--- src/rtl/sbus_pkg.sv ---
package sbus_pkg;
  localparam int unsigned DATA_W = 8;

  typedef enum logic [1:0] {
    KIND_DATA = 2'b00,
    KIND_CMD  = 2'b01,
    KIND_ADDR = 2'b10
  } frame_kind_e;

  // Class of a frame from the marker flags held when it completes.
  function automatic frame_kind_e frame_kind(input logic rel_seen, input logic cmd_seen);
    if (cmd_seen && rel_seen) return KIND_ADDR;
    if (cmd_seen) return KIND_CMD;
    return KIND_DATA;
  endfunction

  // Pull-low request for bit number pos (0 = MSB) of a byte.
  function automatic logic zero_bit(input logic [DATA_W-1:0] v, input int unsigned pos);
    return ~v[DATA_W-1-pos];
  endfunction
endpackage

--- src/rtl/sbus_sync.sv ---
module sbus_sync #(
  parameter int STAGES = 2,
  parameter int CH     = 2
) (
  input  logic          clk,
  input  logic          rst_n,
  input  logic [CH-1:0] raw,
  output logic [CH-1:0] now_v,
  output logic [CH-1:0] prev_v
);
  for (genvar c = 0; c < CH; c++) begin : g_ch
    logic [STAGES:0] pipe;
    always_ff @(posedge clk or negedge rst_n) begin
      if (!rst_n) pipe <= '1;
      else        pipe <= {pipe[STAGES-1:0], raw[c]};
    end
    assign now_v[c]  = pipe[STAGES-1];
    assign prev_v[c] = pipe[STAGES];
  end
endmodule

--- src/rtl/sbus_master_seq.sv ---
module sbus_master_seq #(
  parameter int HALF = 8,
  parameter int DW   = 8
) (
  input  logic clk,
  input  logic rst_n,
  input  logic enable,
  input  logic rel_req,
  input  logic cmd_req,
  input  logic tx_we,
  input  logic sb_s,
  output logic sck_drv,
  output logic fr_lo,
  output logic rel_go,
  output logic cmd_go,
  output logic wait_ready
);
  localparam int TW = (HALF > 2) ? $clog2(HALF) : 1;
  localparam int BW = $clog2(DW + 1);
  localparam logic [TW-1:0] T_LOAD = TW'(HALF - 1);
  localparam logic [BW-1:0] B_LAST = BW'(DW);

  typedef enum logic [3:0] {
    S_IDLE, S_REL_A, S_REL_B, S_REL_C, S_REL_D, S_CMD, S_LO, S_HI, S_POST, S_WAIT
  } mst_e;

  mst_e          st;
  logic [TW-1:0] tmr;
  logic [BW-1:0] bitn;
  logic          cmd_pend, go_pend;

  always_ff @(posedge clk or negedge rst_n) begin
    if (!rst_n) begin
      st <= S_IDLE; tmr <= '0; bitn <= '0;
      cmd_pend <= 1'b0; go_pend <= 1'b0; rel_go <= 1'b0; cmd_go <= 1'b0;
    end else begin
      rel_go <= 1'b0;
      cmd_go <= 1'b0;
      if (cmd_req && enable) cmd_pend <= 1'b1;
      if (tx_we && enable)   go_pend  <= 1'b1;
      case (st)
        S_IDLE: begin
          if (enable && rel_req) begin
            st <= S_REL_A; tmr <= T_LOAD; rel_go <= 1'b1;
          end else if (enable && (go_pend || tx_we)) begin
            go_pend <= 1'b0; tmr <= T_LOAD; bitn <= '0;
            if (cmd_pend || cmd_req) begin
              st <= S_CMD; cmd_pend <= 1'b0; cmd_go <= 1'b1;
            end else begin
              st <= S_LO;
            end
          end
        end
        S_WAIT: if (sb_s) st <= S_IDLE;
        default: begin
          if (tmr != '0) begin
            tmr <= tmr - 1'b1;
          end else begin
            tmr <= T_LOAD;
            case (st)
              S_REL_A: st <= S_REL_B;
              S_REL_B: st <= S_REL_C;
              S_REL_C: st <= S_REL_D;
              S_REL_D: st <= S_IDLE;
              S_CMD:   st <= S_LO;
              S_LO:    st <= S_HI;
              S_HI: begin
                if (bitn == B_LAST) st <= S_POST;
                else begin bitn <= bitn + 1'b1; st <= S_LO; end
              end
              S_POST:  st <= S_WAIT;
              default: st <= S_IDLE;
            endcase
          end
        end
      endcase
    end
  end

  assign sck_drv    = !(st inside {S_REL_A, S_REL_B, S_LO, S_POST, S_WAIT});
  assign fr_lo      = st inside {S_REL_B, S_REL_C, S_CMD};
  assign wait_ready = (st == S_WAIT);
endmodule

--- src/rtl/sbus_shifter.sv ---
module sbus_shifter import sbus_pkg::*; #(
  parameter int DW = DATA_W
) (
  input  logic          clk,
  input  logic          rst_n,
  input  logic          is_master,
  input  logic          ev_rise,
  input  logic          ev_fall,
  input  logic          ev_frame,
  input  logic          sb_s,
  input  logic          tx_load,
  input  logic [DW-1:0] tx_data,
  input  logic          ack_en,
  input  logic          busy_en,
  output logic          data_lo,
  output logic          ack_lo,
  output logic          busy_lo,
  output logic          ack_drv,
  output logic          ack_seen,
  output logic          rx_done,
  output logic [DW-1:0] rx_byte
);
  localparam int CW = $clog2(DW + 2);
  localparam logic [CW-1:0] C_LASTBIT = CW'(DW - 1);
  localparam logic [CW-1:0] C_ACK     = CW'(DW);
  localparam logic [CW-1:0] C_POST    = CW'(DW + 1);

  logic [CW-1:0] cnt;
  logic [DW-1:0] txr, rxr;

  always_ff @(posedge clk or negedge rst_n) begin
    if (!rst_n) begin
      cnt <= '0; txr <= '1; rxr <= '0; rx_byte <= '0;
      data_lo <= 1'b0; ack_lo <= 1'b0; busy_lo <= 1'b0;
      ack_drv <= 1'b0; ack_seen <= 1'b0; rx_done <= 1'b0;
    end else begin
      ack_drv  <= 1'b0;
      ack_seen <= 1'b0;
      rx_done  <= 1'b0;
      if (!busy_en) busy_lo <= 1'b0;
      if (ev_frame) begin
        cnt <= '0; data_lo <= 1'b0; ack_lo <= 1'b0;
      end else if (ev_rise) begin
        if (cnt < C_ACK) begin
          rxr <= {rxr[DW-2:0], sb_s};
          cnt <= cnt + 1'b1;
          if (cnt == C_LASTBIT) begin
            rx_byte <= {rxr[DW-2:0], sb_s};
            rx_done <= 1'b1;
          end
        end else if (cnt == C_ACK) begin
          ack_seen <= !sb_s;
          cnt      <= C_POST;
        end else begin
          cnt <= '0;
        end
      end else if (ev_fall) begin
        if (cnt < C_ACK) begin
          data_lo <= zero_bit(txr, 32'(cnt));
        end else if (cnt == C_ACK) begin
          data_lo <= 1'b0;
          ack_lo  <= ack_en;
          ack_drv <= ack_en;
          txr     <= '1;
        end else begin
          ack_lo  <= 1'b0;
          busy_lo <= busy_en && !is_master;
        end
      end
      if (tx_load) begin
        txr     <= tx_data;
        busy_lo <= 1'b0;
      end
    end
  end
endmodule

--- src/rtl/sbus_ctrl.sv ---
module sbus_ctrl import sbus_pkg::*; #(
  parameter int HALF        = 8,
  parameter int SYNC_STAGES = 2
) (
  input  logic              clk,
  input  logic              rst_n,
  input  logic              is_master,
  input  logic              sck_in,
  output logic              sck_out,
  input  logic              sb_in,
  output logic              sb_pull,
  input  logic              tx_we,
  input  logic [DATA_W-1:0] tx_data,
  input  logic              rel_req,
  input  logic              cmd_req,
  input  logic              auto_ack_en,
  input  logic              ack_req,
  input  logic              busy_en,
  input  logic              flag_clr,
  output logic              rel_trig,
  output logic              cmd_trig,
  output logic              ack_trig,
  output logic              rel_det,
  output logic              cmd_det,
  output logic              ack_det,
  output logic [DATA_W-1:0] rx_data,
  output logic              rx_valid,
  output logic [1:0]        rx_kind
);
  logic [1:0] now_v, prev_v;
  sbus_sync #(.STAGES(SYNC_STAGES), .CH(2)) u_sync (
    .clk(clk), .rst_n(rst_n), .raw({sb_in, sck_in}), .now_v(now_v), .prev_v(prev_v)
  );

  // Named line events, also watched by the bound checker.
  logic sck_s, sck_q, sb_s, sb_q;
  logic ev_rel, ev_cmd, ev_rise, ev_fall;
  assign sck_s   = now_v[0];
  assign sck_q   = prev_v[0];
  assign sb_s    = now_v[1];
  assign sb_q    = prev_v[1];
  assign ev_rel  = sck_s && sck_q && sb_s && !sb_q;
  assign ev_cmd  = sck_s && sck_q && !sb_s && sb_q;
  assign ev_rise = sck_s && !sck_q;
  assign ev_fall = !sck_s && sck_q;

  logic fr_lo, rel_go, cmd_go, mst_wait;
  sbus_master_seq #(.HALF(HALF), .DW(DATA_W)) u_mseq (
    .clk(clk), .rst_n(rst_n), .enable(is_master), .rel_req(rel_req), .cmd_req(cmd_req),
    .tx_we(tx_we), .sb_s(sb_s), .sck_drv(sck_out), .fr_lo(fr_lo),
    .rel_go(rel_go), .cmd_go(cmd_go), .wait_ready(mst_wait)
  );

  logic ack_pend, ack_en;
  logic data_lo, ack_lo, busy_lo, ack_drv, ack_seen, rx_done;
  logic [DATA_W-1:0] rx_byte;
  assign ack_en = auto_ack_en || ack_pend;

  sbus_shifter #(.DW(DATA_W)) u_shift (
    .clk(clk), .rst_n(rst_n), .is_master(is_master), .ev_rise(ev_rise), .ev_fall(ev_fall),
    .ev_frame(ev_rel || ev_cmd), .sb_s(sb_s), .tx_load(tx_we), .tx_data(tx_data),
    .ack_en(ack_en), .busy_en(busy_en), .data_lo(data_lo), .ack_lo(ack_lo),
    .busy_lo(busy_lo), .ack_drv(ack_drv), .ack_seen(ack_seen), .rx_done(rx_done),
    .rx_byte(rx_byte)
  );

  assign sb_pull = fr_lo || data_lo || ack_lo || busy_lo;

  frame_kind_e kind_q;
  assign rx_kind = kind_q;

  always_ff @(posedge clk or negedge rst_n) begin
    if (!rst_n) begin
      rel_trig <= 1'b0; cmd_trig <= 1'b0; ack_trig <= 1'b0;
      rel_det  <= 1'b0; cmd_det  <= 1'b0; ack_det  <= 1'b0;
      ack_pend <= 1'b0; rx_valid <= 1'b0; rx_data  <= '0; kind_q <= KIND_DATA;
    end else begin
      if (flag_clr) begin
        rel_trig <= 1'b0; cmd_trig <= 1'b0; ack_trig <= 1'b0;
        rel_det  <= 1'b0; cmd_det  <= 1'b0; ack_det  <= 1'b0;
      end
      if (rel_go)   rel_trig <= 1'b1;
      if (cmd_go)   cmd_trig <= 1'b1;
      if (ack_drv)  ack_trig <= 1'b1;
      if (ack_seen) ack_det  <= 1'b1;
      if (ev_cmd)   cmd_det  <= 1'b1;
      if (ev_rel) begin
        rel_det <= 1'b1;
        cmd_det <= 1'b0;
      end
      if (ack_req)      ack_pend <= 1'b1;
      else if (ack_drv) ack_pend <= 1'b0;
      rx_valid <= rx_done;
      if (rx_done) begin
        rx_data <= rx_byte;
        kind_q  <= frame_kind(rel_det, cmd_det);
      end
    end
  end
endmodule

--- config.mk ---
export PLATFORM = sky130hd
export DESIGN_NAME = sbus_ctrl
export DESIGN_NICKNAME = d
export VERILOG_FILES = /design/src/rtl/sbus_pkg.sv /design/src/rtl/sbus_sync.sv /design/src/rtl/sbus_master_seq.sv /design/src/rtl/sbus_shifter.sv /design/src/rtl/sbus_ctrl.sv
export SDC_FILE = /design/constraint.sdc
export NUM_CORES = 1
export LEC_CHECK = 0
export BUFFER_PORTS_ARGS = -buffer_cell sky130_fd_sc_hd__buf_2
export CORE_ASPECT_RATIO = 0.5
export CORE_MARGIN = 3
export CORE_UTILIZATION = 41
export DETAILED_ROUTE_END_ITERATION = 8
export HOLD_SLACK_MARGIN = 0.03
export PLACE_DENSITY = 0.64
export SETUP_SLACK_MARGIN = 0.15
export SYNTH_ARGS = -nofsm -noshare
export SYNTH_HDL_FRONTEND = slang
export SYNTH_SLANG_ARGS = --single-unit
--- constraint.sdc ---
create_clock -name clk -period 2.1 [get_ports clk]
set_input_delay 0.105 -clock clk [delete_from_list [all_inputs] [get_ports clk]]
set_output_delay 0.105 -clock clk [all_outputs]
set_load 0.1 [all_outputs]
Word level (Yosys, flattened, before mapping):

Index checks and enable logic that the tools add are counted.

* add/subtract/negate cells: 4
* $lt $le $gt $ge: 2
* equal/unequal tests: 23
* muxes and demuxes: 93
* bitwise operators: 3
* reduce and logical (&&, ||, !) cells: 51

Operators with widths (number)
* 1-bit two-way mux: 60
* 4-bit two-way mux: 14
* 8-bit two-way mux: 6
* 32-bit by 4-bit less-than comparator with 1-bit output (second input constant): 1
* 4-bit case mux with 7 select lines: 1
* 2-bit nonzero test: 11
* 4-bit by 3-bit == test with 1-bit output (second input constant): 4
* 4-bit == test (second input constant): 4
* 4-bit case mux with 2 select lines: 2
* 1-bit logical AND: 13
* 2-bit inequality test (second input constant): 6
* 3-bit AND reduction: 4
* 3-bit nonzero test: 4
* 2-bit two-way mux: 5
* 3-bit two-way mux: 3
* 4-bit by 1-bit adder with 4-bit output (second input constant): 2
* 4-bit by 2-bit == test with 1-bit output (second input constant): 2
* 2-bit by 1-bit inequality test with 1-bit output (second input constant): 4
* 1-bit logical OR: 7
* 1-bit logical NOT: 6
* 3-bit case mux with 2 select lines: 1
* 6-bit AND reduction: 1
* 5-bit AND reduction: 1
* 5-bit nonzero test: 1
* other kinds (11): 13

* register bits after elaboration: 72
* input bits: 20
* output and inout port bits: 19
* word-level logic and storage cells: 205

Logic depth before layout (Yosys ltp):

Gate-level depths: netlist (run 1).

* word-level depth: 8
* depth in mapped cells: 6
* depth with buffers taken out: 6

By module:

From an unflattened synthesis (run 1), not the netlist that was laid out.

* cell total of the unflattened synthesis: 283
* area, all modules: 3364.5 um^2

By module, submodules not included
* sbus_shifter: times used 1, cells each 113, area each 1460.2 um^2, sequential area each 835.8 um^2
* sbus_master_seq: times used 1, cells each 107, area each 1009.7 um^2, sequential area each 375.4 um^2
* sbus_ctrl: times used 1, cells each 53, area each 706.9 um^2, sequential area each 450.4 um^2
* sbus_sync: times used 1, cells each 10, area each 187.7 um^2, sequential area each 157.7 um^2

Worst setup path before layout (run 1):

OpenSTA, ideal clock, no wires.

* path type: register to output
* from: register u_mseq.st[1]
* to: output port sb_pull
* arrival: 2.397 ns
* data required time: 1.995 ns
* path slack: -0.402 ns
* stages on the path, launching flop included: 4
* path buffers: 1
* path through: dfrtp_1 clkbuf_1 mux2_2 o21ai_1

* word-level cells in the longest chain between the ends: 5

Ends and longest elaborated chain
* from (decl): line sbus_master_seq.sv:27 `mst_e st;`
* from (signal assigned): line sbus_master_seq.sv:34 `st <= S_IDLE; tmr <= '0; bitn <= '0;`
* from (signal assigned): line sbus_master_seq.sv:44 `st <= S_REL_A; tmr <= T_LOAD; rel_go <= 1'b1;`
* from (signal assigned): line sbus_master_seq.sv:48 `st <= S_CMD; cmd_pend <= 1'b0; cmd_go <= 1'b1;`
* 4-bit by 2-bit == test with 1-bit output / 4-bit by 3-bit == test with 1-bit output (equally long branches): line sbus_master_seq.sv:81 `assign fr_lo = st inside {S_REL_B, S_REL_C, S_CMD};`
* 3-bit nonzero test *: line sbus_master_seq.sv:81
* 1-bit logical OR * (3 in a row): line sbus_ctrl.sv:67 `assign sb_pull = fr_lo || data_lo || ack_lo || busy_lo;`
* to (decl): line sbus_ctrl.sv:11 `output logic sb_pull,`

Every way passes the cells marked *; elsewhere a longest branch is shown, timed or not.

Worst setup path in the final report (run 1):

Same ends and word-level chain as after synthesis.

==> impl_metrics.ini, run 1 <==
[finish]
syn2layout_area_growth_pct = 26.2
layout.nets = 351
layout_cells_sized_above_1_pct = 31.1
diodes = 0
layout.cells.most_common_list = dfrtp_1, buf_2, mux2_1, inv_1
layout.cells.most_common = dfrtp_1
final_cells = 439

[setup_path]
crit_slowest_cell = dfrtp_1
start_kind = flip-flop
critical_path.endpoint_type = primary output
crit_type = reg -> out
cp_data_arrival_time_ns = 1.73
critical_path.cell_chain = buf_4 > mux2_2 > o21ai_2 > clkbuf_4
crit_path_max_incr_delay_ns = 0.40
timing.critical_path.fanout_max = 13
critical_path_required_ns = 2.00

[synth]
synth_compound_gate_area_share_pct = 14.4
post_synth_design_cell_area_um2 = 3270
main_combinational_cell_family_by_area_after_synthesis = compound AO/OA/AOI/OAI gates
postSynth.asyncResetShare_pct = 100
syn_nets = 290
synth.top_cells.by_area = dfrtp_1, dfstp_2, mux2_1
yosys_most_used_dff = dfrtp_1
synth_cell_types = 59
synth_adder_area_share_pct = 1.91
ys_warn_count = 0
synthXorXnorAreaFrac_pct = 1.07
synthSimpleGateAreaFrac_pct = 12.3
post-synth-top-area-cell = dfrtp_1
number_of_enable_type_register_cells_in_the_synthesized_netlist = 0
synth.area.mux_share_pct = 10.8
synth-seq-cells = 72
postSynthCellCount = 265
synth_area_per_cell_um2 = 12.3
synth_top_cell_area_share_pct = 44.4
synth.yosys.seq_area_share_pct = 55.7

[global_route]
grt_use_met1_pct = 18.9
grt_first_pass_wirelength_mm = 11.1
grt.overflow.total = 0
grt_start_max_net_pins = 73
grt_util_all_layers_pct = 15.1
grt_pass1_vias = 2320
antenna_found_initial = 0
grt.busiest_layer = met2
use_met2_pct = 25.1
grt.met3_usage_pct = 4.81

[sta]
worst-slew-pin-transition_ns = 0.495
achievable-frequency_mhz = 546
maximum_clock_skew_at_final_layout_ns = 0.00410
maxSlewHeadroom_pct = 67.0
rsz_0062_raised_after_global_routing = false
period_needed_ns = 1.83
timing.final.setup_violations = 0
final-hold-violation-count = 0
fraction_of_the_cycle_the_final_worst_path_needs_pct = 87.3
fin_setup_tns_ns = 0
slew_viol_final = 0

[placement]
globalplace.congestion = 0.860
dp_hpwl_mm = 4.27
placement.io_buffers = 38
number_of_placed_cells_counting_well_taps = 410

[routing]
drt_iter0_markers = 142
avgRoutedWirePerCell_um = 14.4
postRouteAntennaNets = 0
routed-via-count = 2241
drc_errors = 0
avgViaCountPerCell = 5.10
drt_first_pass_iters = 4
detailed_route_wl_mm = 6.30

[floorplan]
rows = 22
die-width_um = 132
die_y_um = 69.1
design.portCount = 39
die-area_um2 = 9140
initial_core_util_pct = 43.5
core_area_um2 = 7510

[clock_tree]
post_cts.repair.setup_buffers = 0
cts-buffers-inserted = 9
clock_insertion_delay_worst_skew_ns = 0.33
htree_num_levels = 3
clock_sink_count = 72
clockBufferDepth = 2
clock_tree.root_cell = clkbuf_16
worst_setup_hold_path_clk_slew_ns = 0.05
cts_tree = built

[power]
power.density_cell_area_nw_per_um2 = 1340
irDropWorstVdd_mv = 1.12
leakagePower_nw = 1.98

[run]
timing.max_cap.violations = 0

[hold_path]
hold_path.class = in -> reg

[run_status]
outcome = complete, no violations
==> power by group <==
part | switching, W | leakage (nW) | internal [W]
clock network | 0.000554 | 0.172 | 0.00122
registers | 0.000269 | 0.903 | 0.00172
logic | 0.00106 | 0.900 | 0.000683
total | 0.00188 | 1.98 | 0.00363
==> worst max-delay path: cells and delay by family (launching register included) <==
family	cells	cell delay, ns
AOI/OAI and AO/OA	1	0.10
buffers and inverters	2	0.54
muxes	1	0.35
DFF	1	0.40
==> kinds of logic after synthesis <==
| family | Yosys count |
|---|---|
| AND/OR/NAND/NOR | 65 |
| XOR/XNOR | 4 |
| AO/OA/AOI/OAI | 60 |
| adder cells (fa/ha/maj) | 5 |
| multiplexers | 29 |
| flip-flops | 72 |
| buffers and inverters | 30 |
==> metrics by stage <==
stage	setup slack [ns]	hold slack [ns]	total power (W)	cell area, um^2	util, %
after floorplan	0.103	-0.191	0.00331	3270	-
after CTS	0.170	0.0308	0.00554	4110	54.7
after detailed placement	0.195	0.161	0.00373	3630	48.4
after global placement	0.271	0.156	0.00367	3630	48.4
final	0.267	0.0615	0.00551	4120	54.9
after global routing	0.167	0.0805	0.00585	4120	54.9
==> synth_stat cells (3+ instances only) <==
master / instances
mux2_2: 4
a31oi_1: 3
clkbuf_1: 6
ha_1: 5
a2bb2oi_2: 8
a21oi_1: 15
and3_1: 3
dfrtp_1: 58
nand2_1: 7
o21ai_1: 3
nand3b_1: 3
a21o_1: 6
nand2b_1: 6
o21ai_0: 6
buf_4: 3
xor2_1: 3
nor2_1: 14
dfstp_2: 14
inv_1: 19
mux2_1: 22
a22o_1: 3
nor3_1: 5
or3_1: 5
==> cell type report <==
type                            instances  area [um^2]
Tap cell                              108          135
Clock inverter                          5          103
Multi-Input combinational cell        163         1330
Sequential cell                        72         1820
Inverter                               19         71.3
Clock buffer                           11          253
Fill cell                             637         3390
Timing Repair Buffer                   61          410
==> per-layer routing <==
| metal | wire (um) | vias to the layer above | share of wire (%) |
|---|---|---|---|
| met5 | 0 | - | 0 |
| met4 | 75 | 0 | 1.2 |
| met3 | 232 | 9 | 3.7 |
| met2 | 3090 | 30 | 49 |
| met1 | 2900 | 1117 | 46 |
| li1 | - | 1085 | - |
==> state kept, by name, indices dropped and copies added, names as in the netlist, 3 cells and up <==
name / count
u_mseq.st: 4
rx_data: 8
u_mseq.tmr: 3
u_shift.rxr: 7
u_sync.g_ch.pipe: 6
u_mseq.bitn: 4
u_shift.txr: 8
u_shift.cnt: 4
u_shift.rx_byte: 8
==> what timing repair did <==
item / 4_1_cts / 5_1_grt
endpoints found under the setup margin: 0 / 8
hold endpoints to repair: 69 / 1
hold buffers: 12 / 1
resized for setup: 0 / 2
==> final timing paths <==
check / from / to / slack, ns / cells past startpoint
worst max-delay path: u_mseq.st[1] / sb_pull / 0.27 / 4
worst min-delay path: cmd_req / u_mseq.cmd_go / 0.06 / 2
worst max register to register: u_mseq.st[1] / u_mseq.bitn[0] / 0.29 / 4
worst min register to register: u_sync.g_ch[0].pipe[0] / u_sync.g_ch[0].pipe[1] / 0.35 / 0
max in group asynchronous: rst_n / u_sync.g_ch[1].pipe[0] / 1.44 / 3
min in group asynchronous: rst_n / rx_kind[0] / 0.33 / 3
Power figures use the tool's default switching activity.
==> run 2: changes to the inputs <==
- CELL_PAD_IN_SITES_DETAIL_PLACEMENT: unset -> 0
- CELL_PAD_IN_SITES_GLOBAL_PLACEMENT: unset -> 1
- CORE_UTILIZATION: 41 -> 47
- PLACE_DENSITY: 0.64 -> 0.83
==> run 2 against run 1 <==
First-iteration DRC count decreased by 45%. Largest power group unchanged. Register-to-register slack got worse by 0.09 ns. Global-route usage up 2.7 points. Count of clock-buffer cells in the layout up 1. Via count is 0.45% lower.
==> impl_metrics.ini, run 2 (synthesized netlist as in run 1, its figures left out) <==
[finish]
layout.nets = 351
reg.largest.list = rx_data: 8 flops, u_shift.rx_byte: 8 flops, u_shift.txr: 8 flops
layout.cells.most_common_list = dfrtp_1, buf_2, mux2_1, inv_1
layout.cells.most_common = dfrtp_1
layout_cells_sized_above_1_pct = 30.3
postLayoutCellArea_um2 = 4060
diodes = 0
syn2layout_area_growth_pct = 24.2

[placement]
dp_hpwl_mm = 4.30
globalplace.congestion = 0.858
placement.io_buffers = 38
placed_cell_area_um2 = 3600

[sta]
rsz_0062_raised_after_global_routing = true
achievable-frequency_mhz = 527
slew_viol_final = 0
timing.final.setup_violations = 0
worst-slew-pin-transition_ns = 0.497
maximum_clock_skew_at_final_layout_ns = 0.0105
fraction_of_the_cycle_the_final_worst_path_needs_pct = 90.3
fin_setup_tns_ns = 0
worst_hold_slack_ns = 0.0758
period_needed_ns = 1.90
maxSlewHeadroom_pct = 67.1
final-hold-violation-count = 0

[run_status]
outcome = complete, no violations

[setup_path]
crit_type = reg -> reg
crit_path_max_incr_delay_ns = 0.45
reg2reg_to = u_mseq.st[0]
critical_path_required_ns = 2.31
start_kind = flip-flop
regToRegStartpoint = u_mseq.st[1]
timing.critical_path.fanout_max = 6
reg2reg_slack_ns = 0.20
critical_path.endpoint_type = flip-flop
timing.reg2reg.worst_path_depth = 4
critical_path.cell_chain = nor4_2 > nor3_2 > nor3_1 > mux2_1
cp_data_arrival_time_ns = 2.10
crit_slowest_cell = dfrtp_1

[floorplan]
initial_core_util_pct = 51.2
die_y_um = 65.0
die-area_um2 = 8050
design.portCount = 39
rows = 20
die-width_um = 124
core_area_um2 = 6380

[routing]
drc_errors = 0
avgRoutedWirePerCell_um = 15.4
routed-via-count = 2231
drt_first_pass_iters = 4
detailed_route_wl_mm = 6.44
drt_iter0_markers = 78
avgViaCountPerCell = 5.34
postRouteAntennaNets = 0

[clock_tree]
clock_tree.root_cell = clkbuf_16
cts_tree = built
worst_setup_hold_path_clk_slew_ns = 0.05
htree_num_levels = 3
clock_insertion_delay_worst_skew_ns = 0.33
clock_sink_count = 72
post_cts.repair.setup_buffers = 0
cts-buffers-inserted = 9
clockBufferDepth = 2

[hold_path]
hold_path_startpoint = is_master
worst_hold_path.num_cells = 2
hold_path.class = in -> reg
worstHoldEndpoint = u_mseq.go_pend

[power]
power.density_cell_area_nw_per_um2 = 1310
fin_total_pwr_w = 0.00533
leakagePower_nw = 1.95
irDropWorstVdd_mv = 0.728

[global_route]
grt_first_pass_wirelength_mm = 10.9
antenna_found_initial = 0
grt_start_max_net_pins = 73
grt.overflow.total = 0
grt_pass1_vias = 2292
grt_util_all_layers_pct = 17.8

[run]
timing.max_cap.violations = 0
-- run 2: cell type report --
class                      count  area (um^2)
fill                         509         2320
sequential                    72         1820
multi-input combinational    163         1340
timing repair buffer          61          415
clock buffer                  12          236
tap                           88          110
inverter                      19         71.3
clock inverter                 3         67.6
-- run 2: where the power goes --
| group | total, W | internal (W) | leakage, nW | switching (W) |
|---|---|---|---|---|
| clock network | 0.00156 | 0.00103 | 0.143 | 0.000525 |
| registers | 0.00202 | 0.00172 | 0.903 | 0.000297 |
| logic | 0.00175 | 0.000692 | 0.901 | 0.00106 |
-- run 2: worst max-delay path, delay by kind of cell, from the launching register on --
kind,cells,cell delay (ns)
and+or+nand+nor,3,0.96
DFF,1,0.45
muxes,1,0.36
-- run 2: worst max path at each step --
stage,slack [ns],start,endpoint,cells after the start
global placement,0.27,u_shift.cnt[2],u_shift.txr[6],4
CTS,0.18,u_mseq.tmr[0],u_mseq.st[0],6
floorplan,0.10,u_mseq.st[1],sb_pull,3
detailed placement,0.22,u_shift.cnt[2],u_shift.txr[6],4
finish,0.20,u_mseq.st[1],u_mseq.st[0],4
global route,0.12,u_mseq.st[0],u_mseq.st[0],4
-- run 2: routing by layer --
metal / GRT usage (%) / wire length, um
met5: 0 / 0
met4: 6.55 / 91
met2: 29.7 / 3210
met3: 6.54 / 247
met1: 21.3 / 2880
-- run 2: what timing repair did --
action                                  CTS  global route
resized for setup                         1             4
cloned                                    0             0
endpoints found under the setup margin    1            16
pin swaps                                 0             0
hold buffers                             14             0
endpoints found under the hold margin    71             0
-- run 2: through the flow --
stage | util (%) | worst slack (ns) | instances
3_3_place_gp | 56.4 | 0.267 | 389
6_report | 63.6 | 0.203 | 418
5_1_grt | 63.6 | 0.117 | 418
2_1_floorplan | - | 0.103 | 265
4_1_cts | 63.4 | 0.184 | 418
3_5_place_dp | 56.4 | 0.224 | 389
==> run 3: changes to the inputs <==
- BUFFER_PORTS_ARGS: -buffer_cell sky130_fd_sc_hd__buf_2 -> unset
- CORE_UTILIZATION: 47 -> 51
- DONT_BUFFER_PORTS: unset -> 1
- MAX_ROUTING_LAYER: unset -> met4
==> run 3 against run 2 <==
Flip-flop and latch count is the same. Final cell count fell by 4.8%. Non-clock buffer count shrank 17. Largest power group unchanged. Highest routed layer unchanged.
==> impl_metrics.ini, run 3 (synthesized netlist as in run 1, its figures left out) <==
[placement]
globalplace.congestion = 0.787
number_of_placed_cells_counting_well_taps = 364
dp_hpwl_mm = 4.06
placement.io_buffers = 0

[global_route]
antenna_found_initial = 0
grt_first_pass_wirelength_mm = 11.1
grt_start_max_net_pins = 73
grt.overflow.total = 0
grt_util_all_layers_pct = 19.3
grt_pass1_vias = 2320

[finish]
final_cells = 398
diodes = 0
reg.largest.list = rx_data: 8 flops, u_shift.rx_byte: 8 flops, u_shift.txr: 8 flops
layout_cells_sized_above_1_pct = 26.4
syn2layout_area_growth_pct = 24.7
layout.cells.most_common_list = dfrtp_1, buf_4, mux2_1, inv_1, dlygate4sd3_1
layout.nets = 334
layout.cells.most_common = dfrtp_1

[sta]
timing.final.setup_violations = 0
final-hold-violation-count = 0
slew_viol_final = 0
period_needed_ns = 1.88
maximum_clock_skew_at_final_layout_ns = 0.00225
worst-slew-pin-transition_ns = 0.861
achievable-frequency_mhz = 531
maxSlewHeadroom_pct = 42.6
fraction_of_the_cycle_the_final_worst_path_needs_pct = 89.6
rsz_0062_raised_after_global_routing = false
fin_setup_tns_ns = 0

[hold_path]
hold_path.class = in -> reg

[floorplan]
rows = 19
design.portCount = 39
die-width_um = 119
die-area_um2 = 7460
core_area_um2 = 5820
initial_core_util_pct = 56.1
die_y_um = 62.6

[clock_tree]
clock_sink_count = 72
clock_tree.root_cell = clkbuf_16
clock_insertion_delay_worst_skew_ns = 0.33
cts-buffers-inserted = 9
worst_setup_hold_path_clk_slew_ns = 0.05
clockBufferDepth = 2
cts_tree = built
htree_num_levels = 3
post_cts.repair.setup_buffers = 0

[routing]
avgViaCountPerCell = 5.59
drt_first_pass_iters = 4
drt_iter0_markers = 157
detailed_route_wl_mm = 6.34
routed-via-count = 2225
avgRoutedWirePerCell_um = 15.9
drc_errors = 0
postRouteAntennaNets = 0

[setup_path]
critical_path.cell_chain = or4_4 > nor3_4 > o22ai_1 > mux2_4
critical_path.endpoint_type = flip-flop
crit_type = reg -> reg
timing.critical_path.fanout_max = 8
crit_slowest_cell = or4_4
start_kind = flip-flop
critical_path_required_ns = 2.31
crit_path_max_incr_delay_ns = 0.57
cp_data_arrival_time_ns = 2.09

[power]
irDropWorstVdd_mv = 0.702
leakagePower_nw = 1.91
power.density_cell_area_nw_per_um2 = 1350
fin_total_pwr_w = 0.00551

[run_status]
outcome = complete, no violations

[run]
timing.max_cap.violations = 0
-- run 3: cell types whose count changed in the layout (fill, tap and decap cells not counted), sizes merged --
cell and change:
dlygate4sd3 +3, clkinv +2, clkinvlp -1, clkbuf -2, buf -19, bufinv +1
-- run 3: metrics by stage --
| stage | setup slack, ns | utilization (%) | hold slack (ns) | cell area, um^2 |
|---|---|---|---|---|
| after CTS | 0.206 | 69.8 | 0.0301 | 4070 |
| after floorplan | 0.103 | - | -0.191 | 3270 |
| after detailed placement | 0.206 | 60.5 | -0.189 | 3520 |
| after global routing | 0.174 | 70.0 | 0.0573 | 4080 |
| final | 0.218 | 70.0 | 0.0336 | 4080 |
| after global placement | 0.242 | 60.5 | -0.189 | 3520 |
-- run 3: what timing repair did --
item / CTS / global route
gates resized for setup: 1 / 2
hold buffers: 18 / 0
endpoints found under the setup margin: 1 / 3
endpoints found under the hold margin: 90 / 0
-- run 3: cell type report --
| cell class | instances | area, um^2 |
|---|---|---|
| Inverter | 19 | 71.3 |
| Timing Repair Buffer | 44 | 393 |
| Clock buffer | 11 | 243 |
| Clock inverter | 5 | 104 |
| Tap cell | 84 | 105 |
| Fill cell | 427 | 1750 |
| Multi-Input combinational cell | 163 | 1340 |
| Sequential cell | 72 | 1820 |
-- run 3: metal layers --
metal / global-route usage (%) / wire length (um) / vias to the layer above
met5: - / 0 / -
met4: 7.07 / 55 / 0
met3: 6.87 / 459 / 7
met2: 29.7 / 3130 / 65
met1: 23.8 / 2690 / 1106
li1: - / - / 1047
-- run 3: power by group --
group          switching [W]  internal (W)
Combinational        0.00106      0.000706
Clock               0.000560       0.00119
Sequential          0.000267       0.00172
Total                0.00189       0.00362
-- run 3: worst paths after layout --
check / cells after the start / end / startpoint / slack (ns)
worst min register to register: 0 / u_sync.g_ch[1].pipe[1] / u_sync.g_ch[1].pipe[0] / 0.35
worst max-delay path: 4 / u_mseq.bitn[0] / u_mseq.st[3] / 0.22
min in group asynchronous: 2 / rx_valid / rst_n / 0.32
worst min-delay path: 2 / u_mseq.go_pend / is_master / 0.03
max in group asynchronous: 2 / u_shift.txr[1] / rst_n / 1.46
worst max register to register: 4 / u_mseq.bitn[0] / u_mseq.st[3] / 0.22
-- run 3: worst max-delay path: cells and delay by family, from the launching register on --
kind | cells | cell delay, ns
compound gates | 1 | 0.17
flops | 1 | 0.46
mux | 1 | 0.27
simple gates | 2 | 0.86
